<file path="src/rtl/cmp_timer_pkg.sv">
// Shared constants of the compare timer: word indices of the register map
// and bit positions inside the control word. Software decodes these, so the
// values are fixed.
package cmp_timer_pkg;
    localparam int W_CNT_LO  = 0;
    localparam int W_CNT_HI  = 1;
    localparam int W_CTRL    = 2;
    localparam int W_STAT    = 3;
    localparam int W_CMP_LO  = 4;
    localparam int W_CMP_HI  = 5;
    localparam int W_STEP    = 6;

    localparam int B_RUN     = 0;
    localparam int B_CMP_EN  = 1;
    localparam int B_IRQ_EN  = 2;
    localparam int B_AUTO    = 3;
    localparam int B_DIV_LSB = 8;
    localparam int B_FLAG    = 0;

    typedef struct packed {
        logic       auto_en;
        logic       irq_en;
        logic       cmp_en;
        logic       run;
    } ctrl_bits_t;
endpackage

</file>
<file path="src/rtl/cmp_timer_prescale.sv">
// Clock divider for the compare timer.
// Emits a one-cycle tick after every (div_i + 1) clocks while run_i is high.
// Assumes div_i may change at any time; a phase already at or past the new
// value ticks at once, so a shrinking divider never waits for a wrap.
module cmp_timer_prescale #(
    parameter int DIV_W = 8
) (
    input  logic             clk,
    input  logic             rst_n,
    input  logic             run_i,
    input  logic [DIV_W-1:0] div_i,
    output logic             tick_o
);
    logic [DIV_W-1:0] phase_q;

    assign tick_o = run_i && (phase_q >= div_i);

    // Phase counter: restarts on every tick and sits at zero while stopped.
    always_ff @(posedge clk) begin
        if (!rst_n) begin
            phase_q <= '0;
        end else if (!run_i || tick_o) begin
            phase_q <= '0;
        end else begin
            phase_q <= phase_q + DIV_W'(1);
        end
    end

    AST_TICK_NEEDS_RUN: assert property (@(posedge clk) disable iff (!rst_n)
        !run_i |-> !tick_o);
    AST_PHASE_RESTART: assert property (@(posedge clk) disable iff (!rst_n)
        tick_o |=> (phase_q == '0));
endmodule

</file>
<file path="src/rtl/cmp_timer_count.sv">
// 64-bit up-counter built from bus-width words.
// Each word may be loaded by software; a load wins over the increment for
// that word, while other words still take their share of the carry.
// Assumes CNT_W is a whole multiple of WORD_W.
module cmp_timer_count #(
    parameter int CNT_W  = 64,
    parameter int WORD_W = 32,
    localparam int NWORDS = CNT_W / WORD_W
) (
    input  logic              clk,
    input  logic              rst_n,
    input  logic              tick_i,
    input  logic [NWORDS-1:0] wr_i,
    input  logic [WORD_W-1:0] wdata_i,
    output logic [CNT_W-1:0]  cnt_o
);
    logic [WORD_W-1:0] word_q [NWORDS];
    logic [CNT_W-1:0]  inc;

    assign inc = cnt_o + CNT_W'(1);

    for (genvar i = 0; i < NWORDS; i++) begin : g_word
        assign cnt_o[i*WORD_W +: WORD_W] = word_q[i];

        // One counter word: software load first, then the increment.
        always_ff @(posedge clk) begin
            if (!rst_n) begin
                word_q[i] <= '0;
            end else if (wr_i[i]) begin
                word_q[i] <= wdata_i;
            end else if (tick_i) begin
                word_q[i] <= inc[i*WORD_W +: WORD_W];
            end
        end
    end

    AST_COUNT_STEP: assert property (@(posedge clk) disable iff (!rst_n)
        (tick_i && !(|wr_i)) |=> (cnt_o == $past(cnt_o) + CNT_W'(1)));
    AST_COUNT_HOLD: assert property (@(posedge clk) disable iff (!rst_n)
        (!tick_i && !(|wr_i)) |=> $stable(cnt_o));
endmodule

</file>
<file path="src/rtl/cmp_timer_match.sv">
// Target register, greater-or-equal comparator, auto-step and event flag.
// An event fires when comparison is on, the counter is at or past the target,
// and no earlier event already covers this crossing. With auto-step, each
// event moves the target on and re-arms, giving one event per step.
// Assumes the step is no wider than one bus word.
module cmp_timer_match #(
    parameter int CNT_W  = 64,
    parameter int WORD_W = 32,
    localparam int NWORDS = CNT_W / WORD_W
) (
    input  logic              clk,
    input  logic              rst_n,
    input  logic [CNT_W-1:0]  cnt_i,
    input  logic              cmp_en_i,
    input  logic              auto_en_i,
    input  logic [WORD_W-1:0] step_i,
    input  logic [NWORDS-1:0] cmp_wr_i,
    input  logic [WORD_W-1:0] wdata_i,
    input  logic              clr_i,
    output logic [CNT_W-1:0]  cmp_o,
    output logic              flag_o
);
    logic [WORD_W-1:0] cmp_q [NWORDS];
    logic [CNT_W-1:0]  step_ext;
    logic [CNT_W-1:0]  cmp_next;
    logic              at_or_past;
    logic              fire;
    logic              advance;
    logic              held_q;
    logic              flag_q;

    assign step_ext   = CNT_W'(step_i);
    assign cmp_next   = cmp_o + step_ext;
    assign at_or_past = cmp_en_i && (cnt_i >= cmp_o);
    assign fire       = at_or_past && !held_q;
    assign advance    = fire && auto_en_i;
    assign flag_o     = flag_q;

    for (genvar i = 0; i < NWORDS; i++) begin : g_word
        assign cmp_o[i*WORD_W +: WORD_W] = cmp_q[i];

        // One target word: software write first, then the auto-step.
        always_ff @(posedge clk) begin
            if (!rst_n) begin
                cmp_q[i] <= '0;
            end else if (cmp_wr_i[i]) begin
                cmp_q[i] <= wdata_i;
            end else if (advance) begin
                cmp_q[i] <= cmp_next[i*WORD_W +: WORD_W];
            end
        end
    end

    // Repeat guard: blocks re-firing until the condition drops or a step re-arms.
    always_ff @(posedge clk) begin
        if (!rst_n) begin
            held_q <= 1'b0;
        end else begin
            held_q <= at_or_past && !advance;
        end
    end

    // Sticky event flag: an event in the same cycle beats a clear.
    always_ff @(posedge clk) begin
        if (!rst_n) begin
            flag_q <= 1'b0;
        end else if (fire) begin
            flag_q <= 1'b1;
        end else if (clr_i) begin
            flag_q <= 1'b0;
        end
    end

    AST_FLAG_ON_EVENT: assert property (@(posedge clk) disable iff (!rst_n)
        fire |=> flag_o);
    AST_FLAG_STICKY: assert property (@(posedge clk) disable iff (!rst_n)
        (flag_o && !clr_i) |=> flag_o);
    AST_NO_EVENT_OFF: assert property (@(posedge clk) disable iff (!rst_n)
        !cmp_en_i |-> !fire);
    AST_AUTO_ADVANCE: assert property (@(posedge clk) disable iff (!rst_n)
        (advance && !(|cmp_wr_i)) |=> (cmp_o == $past(cmp_o) + $past(step_ext)));
    AST_SINGLE_SHOT: assert property (@(posedge clk) disable iff (!rst_n)
        (fire && !auto_en_i) |=> !fire);
endmodule

</file>
<file path="src/rtl/cmp_timer.sv">
// Top of the compare timer: register decode, control and step registers,
// and the read multiplexer.
// Assumes one word access per cycle, read data taken combinationally, and a
// counter exactly two bus words wide so the map below fits.
module cmp_timer #(
    parameter int BUS_W  = 32,
    parameter int CNT_W  = 64,
    parameter int DIV_W  = 8,
    parameter int ADDR_W = 5
) (
    input  logic              clk,
    input  logic              rst_n,
    input  logic [ADDR_W-1:0] bus_addr,
    input  logic              bus_wr,
    input  logic [BUS_W-1:0]  bus_wdata,
    output logic [BUS_W-1:0]  bus_rdata,
    output logic              irq_o
);
    import cmp_timer_pkg::*;

    localparam int IDX_W  = ADDR_W - 2;
    localparam int NWORDS = CNT_W / BUS_W;

    logic [IDX_W-1:0]  idx;
    ctrl_bits_t        ctrl_q;
    logic [DIV_W-1:0]  div_q;
    logic [BUS_W-1:0]  step_q;
    logic [NWORDS-1:0] cnt_wr;
    logic [NWORDS-1:0] cmp_wr;
    logic              ctrl_wr;
    logic              step_wr;
    logic              clr;
    logic              tick;
    logic              flag;
    logic [CNT_W-1:0]  cnt;
    logic [CNT_W-1:0]  cmp;
    logic [BUS_W-1:0]  ctrl_rd;
    logic [BUS_W-1:0]  stat_rd;

    assign idx = bus_addr[ADDR_W-1:2];

    for (genvar i = 0; i < NWORDS; i++) begin : g_dec
        assign cnt_wr[i] = bus_wr && (idx == IDX_W'(W_CNT_LO + i));
        assign cmp_wr[i] = bus_wr && (idx == IDX_W'(W_CMP_LO + i));
    end

    assign ctrl_wr = bus_wr && (idx == IDX_W'(W_CTRL));
    assign step_wr = bus_wr && (idx == IDX_W'(W_STEP));
    assign clr     = bus_wr && (idx == IDX_W'(W_STAT)) && bus_wdata[B_FLAG];

    // Control register: mode bits and divider.
    always_ff @(posedge clk) begin
        if (!rst_n) begin
            ctrl_q <= '0;
            div_q  <= '0;
        end else if (ctrl_wr) begin
            ctrl_q.run     <= bus_wdata[B_RUN];
            ctrl_q.cmp_en  <= bus_wdata[B_CMP_EN];
            ctrl_q.irq_en  <= bus_wdata[B_IRQ_EN];
            ctrl_q.auto_en <= bus_wdata[B_AUTO];
            div_q          <= bus_wdata[B_DIV_LSB +: DIV_W];
        end
    end

    // Auto-step register.
    always_ff @(posedge clk) begin
        if (!rst_n) begin
            step_q <= '0;
        end else if (step_wr) begin
            step_q <= bus_wdata;
        end
    end

    cmp_timer_prescale #(.DIV_W(DIV_W)) u_prescale (
        .clk    (clk),
        .rst_n  (rst_n),
        .run_i  (ctrl_q.run),
        .div_i  (div_q),
        .tick_o (tick)
    );

    cmp_timer_count #(.CNT_W(CNT_W), .WORD_W(BUS_W)) u_count (
        .clk     (clk),
        .rst_n   (rst_n),
        .tick_i  (tick),
        .wr_i    (cnt_wr),
        .wdata_i (bus_wdata),
        .cnt_o   (cnt)
    );

    cmp_timer_match #(.CNT_W(CNT_W), .WORD_W(BUS_W)) u_match (
        .clk       (clk),
        .rst_n     (rst_n),
        .cnt_i     (cnt),
        .cmp_en_i  (ctrl_q.cmp_en),
        .auto_en_i (ctrl_q.auto_en),
        .step_i    (step_q),
        .cmp_wr_i  (cmp_wr),
        .wdata_i   (bus_wdata),
        .clr_i     (clr),
        .cmp_o     (cmp),
        .flag_o    (flag)
    );

    assign irq_o = flag && ctrl_q.irq_en;

    // Readback words for control and status, unused bits zero.
    always_comb begin
        ctrl_rd                      = '0;
        ctrl_rd[B_RUN]               = ctrl_q.run;
        ctrl_rd[B_CMP_EN]            = ctrl_q.cmp_en;
        ctrl_rd[B_IRQ_EN]            = ctrl_q.irq_en;
        ctrl_rd[B_AUTO]              = ctrl_q.auto_en;
        ctrl_rd[B_DIV_LSB +: DIV_W]  = div_q;
        stat_rd                      = '0;
        stat_rd[B_FLAG]              = flag;
    end

    // Read multiplexer: live values, no snapshot.
    always_comb begin
        case (idx)
            IDX_W'(W_CNT_LO): bus_rdata = cnt[0 +: BUS_W];
            IDX_W'(W_CNT_HI): bus_rdata = cnt[BUS_W +: BUS_W];
            IDX_W'(W_CTRL):   bus_rdata = ctrl_rd;
            IDX_W'(W_STAT):   bus_rdata = stat_rd;
            IDX_W'(W_CMP_LO): bus_rdata = cmp[0 +: BUS_W];
            IDX_W'(W_CMP_HI): bus_rdata = cmp[BUS_W +: BUS_W];
            IDX_W'(W_STEP):   bus_rdata = step_q;
            default:          bus_rdata = '0;
        endcase
    end

    AST_IRQ_NEEDS_ENABLE: assert property (@(posedge clk) disable iff (!rst_n)
        irq_o |-> ctrl_q.irq_en);
    AST_STOPPED_HOLDS: assert property (@(posedge clk) disable iff (!rst_n)
        (!ctrl_q.run && !(|cnt_wr)) |=> $stable(cnt));
    AST_CLEAR_TAKES: assert property (@(posedge clk) disable iff (!rst_n)
        (clr && !(ctrl_q.cmp_en && (cnt >= cmp))) |=> !flag);
endmodule

</file>
<file path="config.mk">
export PLATFORM = sky130hd
export DESIGN_NAME = cmp_timer
export DESIGN_NICKNAME = d
export VERILOG_FILES = /design/src/rtl/cmp_timer_pkg.sv /design/src/rtl/cmp_timer_prescale.sv /design/src/rtl/cmp_timer_count.sv /design/src/rtl/cmp_timer_match.sv /design/src/rtl/cmp_timer.sv
export SDC_FILE = /design/constraint.sdc
export NUM_CORES = 1
export LEC_CHECK = 0
export BUFFER_PORTS_ARGS = -buffer_cell sky130_fd_sc_hd__buf_2
export CORE_MARGIN = 2
export CORE_UTILIZATION = 65
export DETAILED_ROUTE_END_ITERATION = 6
export HOLD_SLACK_MARGIN = 0.03
export PLACE_DENSITY = 0.84
export SLEW_MARGIN = 25
export SYNTH_ARGS = -nofsm -noshare
export SYNTH_HDL_FRONTEND = slang
export SYNTH_SLANG_ARGS = --single-unit
</file>
<file path="constraint.sdc">
create_clock -name clk -period 9.9 [get_ports clk]
set_clock_uncertainty 0.2 [all_clocks]
set_input_delay 0.99 -clock clk [delete_from_list [all_inputs] [get_ports clk]]
set_output_delay 0.99 -clock clk [all_outputs]
set_load 0.02 [all_outputs]
</file>
==> results of run 1 <==
power by group:
part,internal (mW),switching (mW),total (mW)
logic,0.119,0.203,0.323
registers,0.853,0.0500,0.903
clock network,0.343,0.365,0.708
layer usage:
layer / up-vias / wire (µm) / share of wire, %
met4: 0 / 2990 / 6.7
met3: 242 / 5750 / 13
met1: 6085 / 16000 / 36
met2: 1016 / 20200 / 45
li1: 5826 / - / -
met5: - / 0 / 0
per-stage QoR:
step / cell area (µm²) / setup slack (ps) / instances
finish: 15100 / 5240 / 1920
detailed placement: 14500 / 5430 / 1888
global route: 15100 / 5120 / 1920
CTS: 15100 / 5340 / 1920
global placement: 14500 / 5370 / 1888
floorplan: 14000 / 5790 / 1595
cell families (layout without fill, tap and decap cells):
kind of cell / Yosys count / count (layout) / share of synthesized area [%]
and+or+nand+nor: 561 / 561 / 18.7
AOI/OAI and AO/OA: 387 / 387 / 17.9
buffers and inverters: 188 / 238 / 5.34
DFF: 182 / 182 / 35.2
xor gates and xnor gates: 124 / 124 / 7.77
adders and majority gates: 107 / 107 / 9.64
muxes: 46 / 46 / 5.39
flip-flops by register name, summed over array words and instances (netlist names):
register,count
u_prescale.phase_q,8
step_q,32
u_match.flag_o,1
ctrl_q,4
u_count.word_q,64
u_match.held_q,1
div_q,8
u_match.cmp_q,64
cell type report:
class                      count  area [µm²]  area share (%)
sequential                   182        4920            32.6
inverter                     118         443            2.93
timing repair buffer          88         485            3.21
tap                          275         344            2.28
clock inverter                15         176            1.17
multi-input combinational   1225        8320            55.0
clock buffer                  17         425            2.81
critical path, delay by kind of cell, from the launching register on:
kind,cells,cell delay (ps)
buf+inv,2,540
compound gates,1,340
simple gates,6,2440
flops,1,490
fa+ha+maj,1,320
final timing paths:
path / startpoint / endpoint / depth (start not counted)
max: u_match.cmp_q[1][23] / u_match.cmp_q[1][20] / 10
min: div_q[2] / div_q[2] / 2
max reg2reg: u_match.cmp_q[1][23] / u_match.cmp_q[1][20] / 10
min reg2reg: div_q[2] / div_q[2] / 2
placed cells by master, fill, tap and decap left out, types with 54 or more instances in the layout:
master and count:
nand2_1 255, edfxtp_1 128, o21ai_0 120, inv_1 118, ha_1 106, nor2_1 103, xnor2_1 80, buf_2 70
a21oi_1 66, nand3_1 64, dfxtp_1 54
==> metrics, run 1 <==
global-route wire length before repair=69.5 mm; Die X=151 µm; Slowest Stage Delay on Critical Path=slightly above 700 ps; clk slew on worst S/H paths=80 ps; Final Setup Violations=0; met3 Track Usage GR=9.12%; top cell type by total area after synthesis=edfxtp_1; post-route DRC violation count=11; maximum root-to-sink buffer count=2; synth warn=0; vias=13169; pin count of the biggest net entering global routing=65; GRT Overall Usage=40.4%; period utilisation layout=47.1%; Routed Antenna Nets=0; Vias/cell=just under 7; die area=about 23000 µm²; Main synth FF type=edfxtp_1; R2R setup slack=5240 ps; PwrDens=128 nW/µm²; Synth Cell Area=14000 µm²; Req. time, crit path=9830 ps; crit-path max FO=17; Slew Limit Fails=0; Syn Inst Count=1595; final setup TNS=0 ps; FFs w/ async S/R, synth=0%; Avg Inst Size Synth=8.76 µm²; EDFF count, synth=128; Area contributors post-synth=edfxtp_1 (28%), ha_1 (9.5%), dfxtp_1 (7.7%), nand2_1 (6.9%), xnor2_1 (5.0%); RSZ-0062 raised after global routing=no; io pins=73; most frequent cells after synthesis=nand2_1 (255), edfxtp_1 (128), o21ai_0 (120); Setup crit end kind=flip-flop; slowest CP cell=nand3b_1; Die Y=151 µm; Hold WC Path Type=flip-flop to flip-flop; post-layout util=71.7%; crit path DAT=4590 ps; Max VDD drop=0.0000998 V; Fillers=between 1500 and 2000; Core Region=21100 µm²; post-cts resize count=0; Slew @ Worst Pin=1110 ps; Cell Rows=53; Worst slew margin=25.3%; post-CTS setup buffer count=0; failing checks=design-rule violations; clk_lat worst skew=approximately 460 ps; grt ovf=0; Fin Hold WS=285 ps; Worst setup SP type=flip-flop; hold buffer count at cts=0; initial antenna violation count=0; critical path, cell by cell=inv_1 > ha_1 > nand2_1 > nor4_2 > nand3_1 > or4_1 > o211ai_2 > and2b_4 > nand3b_1 > buf_4; critical path class=flip-flop to flip-flop; Pwr Total=1.93 mW; Tmin final=approximately 4700 ps; TritonRoute pass-1 iters=7; FMAX=215 MHz; most common cell in the netlist=nand2_1; ANT cells=0; NumNets Final=1779; Root Driver=clkbuf_16; routability congestion estimate=0.988; vias in the first global route=12663; share of cells above drive strength 1=about a tenth; Unique masters post-synth=71; Routed WL per cell=around 23 µm; status=finished with violations; clock buffer count from CTS=17; flops & latches, synth=roughly 180; Final Hold Vio Count=0; final WL=roughly 45 mm; TritonCTS clock tree=built; GR Layer Usage met1=51.2%; dpl hpwl=31.5 mm; drt initial violations=~2000; number of max-cap violations=0; top cell type's share of synthesized area=27.5%; share of the yosys chip area belonging to registers=35.2%; Post-Syn Nets=between 1500 and 2000; grt peak-use layer=met2; Initial Util=66.3%; port bufs=70; GR Util met2=64.5%; Leak=5.84 nW; H-tree Lvls=4; clock sink count=approximately 180; Layout area overhead=8.24%
(Power assumes the default switching activity.)
==> run 2, diff against run 1 <==
- CORE_UTILIZATION: 65 -> 63
- PLACE_DENSITY: 0.84 -> 0.82
- clock period: 9.9 -> 4.6 ns (I/O delays scaled with it)
==> metrics, run 2 (synthesized netlist as in run 1, its figures left out) <==
clk slew on worst S/H paths=70 ps (about the same); final WL=47.0 mm (+4.8%); grt ovf=0 (unchanged); Hold WC Path Type=input port to flip-flop; number of max-cap violations=0 (unchanged); vias in the first global route=12581 (-0.65%); R2R cell count=10 (unchanged); share of cells above drive strength 1=11.1% (+0.73 points); Tmin final=4040 ps (-624 ps); Die Y=153 µm (+1.5%); area post-placement=14700 µm² (+1.3%); Worst slew margin=29.3% (+4.0 points); drt initial violations=1780 (-9.6%); RSZ-0062 raised after global routing=no; Die X=153 µm (+1.5%); Core Region=21800 µm² (+3.5%); port bufs=70 (unchanged); NumNets Final=1797 (+1.0%); TritonCTS clock tree=built; most common cell after layout, fill and taps aside=nand2_1; clk_lat worst skew=450 ps (about the same); Hold Path Cell Cnt=3 (+1); clock share of power=35.2% (-1.4 points); vias=13108 (-0.46%); pin count of the biggest net entering global routing=64 (-1.5%); most frequent cells in the layout=nand2_1 (255), edfxtp_1 (128), o21ai_0 (120); Stages on worst setup path=10 (unchanged); global-route wire length before repair=73.1 mm (+5.1%); H-tree Lvls=4 (unchanged); TritonRoute pass-1 iters=6 (-1); Routed WL per cell=24.2 µm (+3.5%); GRT Overall Usage=40.6% (+0.18 points); cell mode on critical path=nor2_1; Final Hold Vio Count=0 (unchanged); Slew @ Worst Pin=1060 ps (-53.8 ps); post-cts resize count=0 (unchanged); Initial Util=64.0% (-2.2 points); period utilisation layout=87.7% (+41 points); Max VDD drop=0.000240 V (+140%); Leak=5.92 nW (+1.4%); critical path's top delay family=compound AO/OA/AOI/OAI gates; Worst setup SP type=flip-flop; slowest CP cell=o31ai_1; Cell Rows=54 (+1.9%); clock buffer count from CTS=17 (unchanged); PwrDens=269 nW/µm² (+110%); routability congestion estimate=1.03 (+4.2%); Flop pwr share=47.4% (+0.7 points); FMAX=248 MHz (+15%); Fillers=1768 (+11%); initial antenna violation count=1 (+1); Psw=1.27 mW (+110%); die area=23400 µm² (+3.1%); switching share of power=31.1% (-0.91 points); Comb power frac=17.4% (+0.7 points); Largest regs=u_count.word_q (64), u_match.cmp_q (64), step_q (32); Root Driver=clkbuf_16; crit-path max FO=7 (-10); maximum root-to-sink buffer count=2 (unchanged); io pins=73 (unchanged); Routed Antenna Nets=0 (unchanged); post-CTS setup buffer count=0 (unchanged); R2R setup slack=560 ps (-4680 ps); Req. time, crit path=4580 ps (-5250 ps); Setup crit end kind=flip-flop; dpl hpwl=34.7 mm (+10%); Final Setup Violations=0 (unchanged); final setup TNS=0 ps (unchanged); Worst Path Buf+Inv=0 (-2); clock sink count=182 (unchanged); post-layout util=69.9% (-1.8 points); final std cells w/o fill=1944 (+1.3%); post-route DRC violation count=0 (-11); worst setup margin=565 ps (-4680 ps); Post-Place Worst Slack=788 ps (-4640 ps); critical path, cell by cell=ha_1 > a211oi_1 > nor2_1 > o31ai_1 > a31oi_1 > o2111a_1 > o2111ai_2 > nor2_1 > xnor2_1 > o21ai_0; Pwr Total=4.10 mW (+110%); Slowest Stage Delay on Critical Path=570 ps (-150 ps); Fin Hold WS=108 ps (-177 ps); Slew Limit Fails=0 (unchanged); cell area after layout=15300 µm² (+0.88%); Cell Int Power=2.82 mW (+110%); Layout area overhead=9.19%; Vias/cell=6.74 (-1.7%); status=complete, no violations; hold buffer count at cts=0 (unchanged); Placed Cells incl. Taps=1911 (+1.2%); crit path DAT=4020 ps (-570 ps); critical path class=flip-flop to flip-flop
## run 2: cell types whose count changed in the layout (fill, tap and decap cells not counted), moves of 2 or more
cell | before | now
inv_8 | 3 | 1
buf_4 | 18 | 32
clkinv_4 | 3 | 5
clkbuf_1 | 0 | 2
clkinv_8 | 4 | 0
buf_12 | 0 | 4
## run 2: layout make-up
cell class / count / area [µm²] / area share [%]
Antenna cell: 1 / 2.50 / 0.0164
Clock buffer: 21 / 454 / 2.98
Clock inverter: 11 / 92.6 / 0.607
Inverter: 118 / 443 / 2.90
Multi-Input combinational cell: 1225 / 8320 / 54.5
Sequential cell: 182 / 4920 / 32.3
Tap cell: 280 / 350 / 2.30
Timing Repair Buffer: 106 / 671 / 4.40
## run 2: worst register-to-register path: cells and delay by family, from the launching register on
| family | cells | cell delay [ps] |
|---|---|---|
| XOR/XNOR | 1 | 200 |
| adder cells (fa/ha/maj) | 1 | 310 |
| AO/OA/AOI/OAI | 6 | 2340 |
| flip-flops | 1 | 420 |
| AND/OR/NAND/NOR | 2 | 300 |
## run 2: layer usage
metal / vias up / wire [µm] / GRT usage (%)
met1: 6121 / 17400 / 52.2
li1: 5856 / - / -
met4: 0 / 3490 / 26.1
met5: - / 0 / 0
met3: 235 / 5050 / 6.72
met2: 896 / 21100 / 64.0
## run 2: path summary, 6_finish.rpt
check	from	endpoint
setup / recovery	u_match.cmp_q[0][1]	u_match.cmp_q[1][29]
hold / removal	bus_wdata[31]	step_q[31]
setup reg to reg	u_match.cmp_q[0][1]	u_match.cmp_q[1][29]
hold reg to reg	div_q[2]	div_q[2]
## run 2: power by group through the flow
stage               Clock [mW]  Sequential (mW)  Combinational, mW
global placement             0             1.97              0.673
detailed placement           0             1.98              0.688
floorplan                    0             1.93              0.460
global route              1.48             1.95              0.772
finish                    1.44             1.94              0.712
CTS                       1.43             1.94              0.695
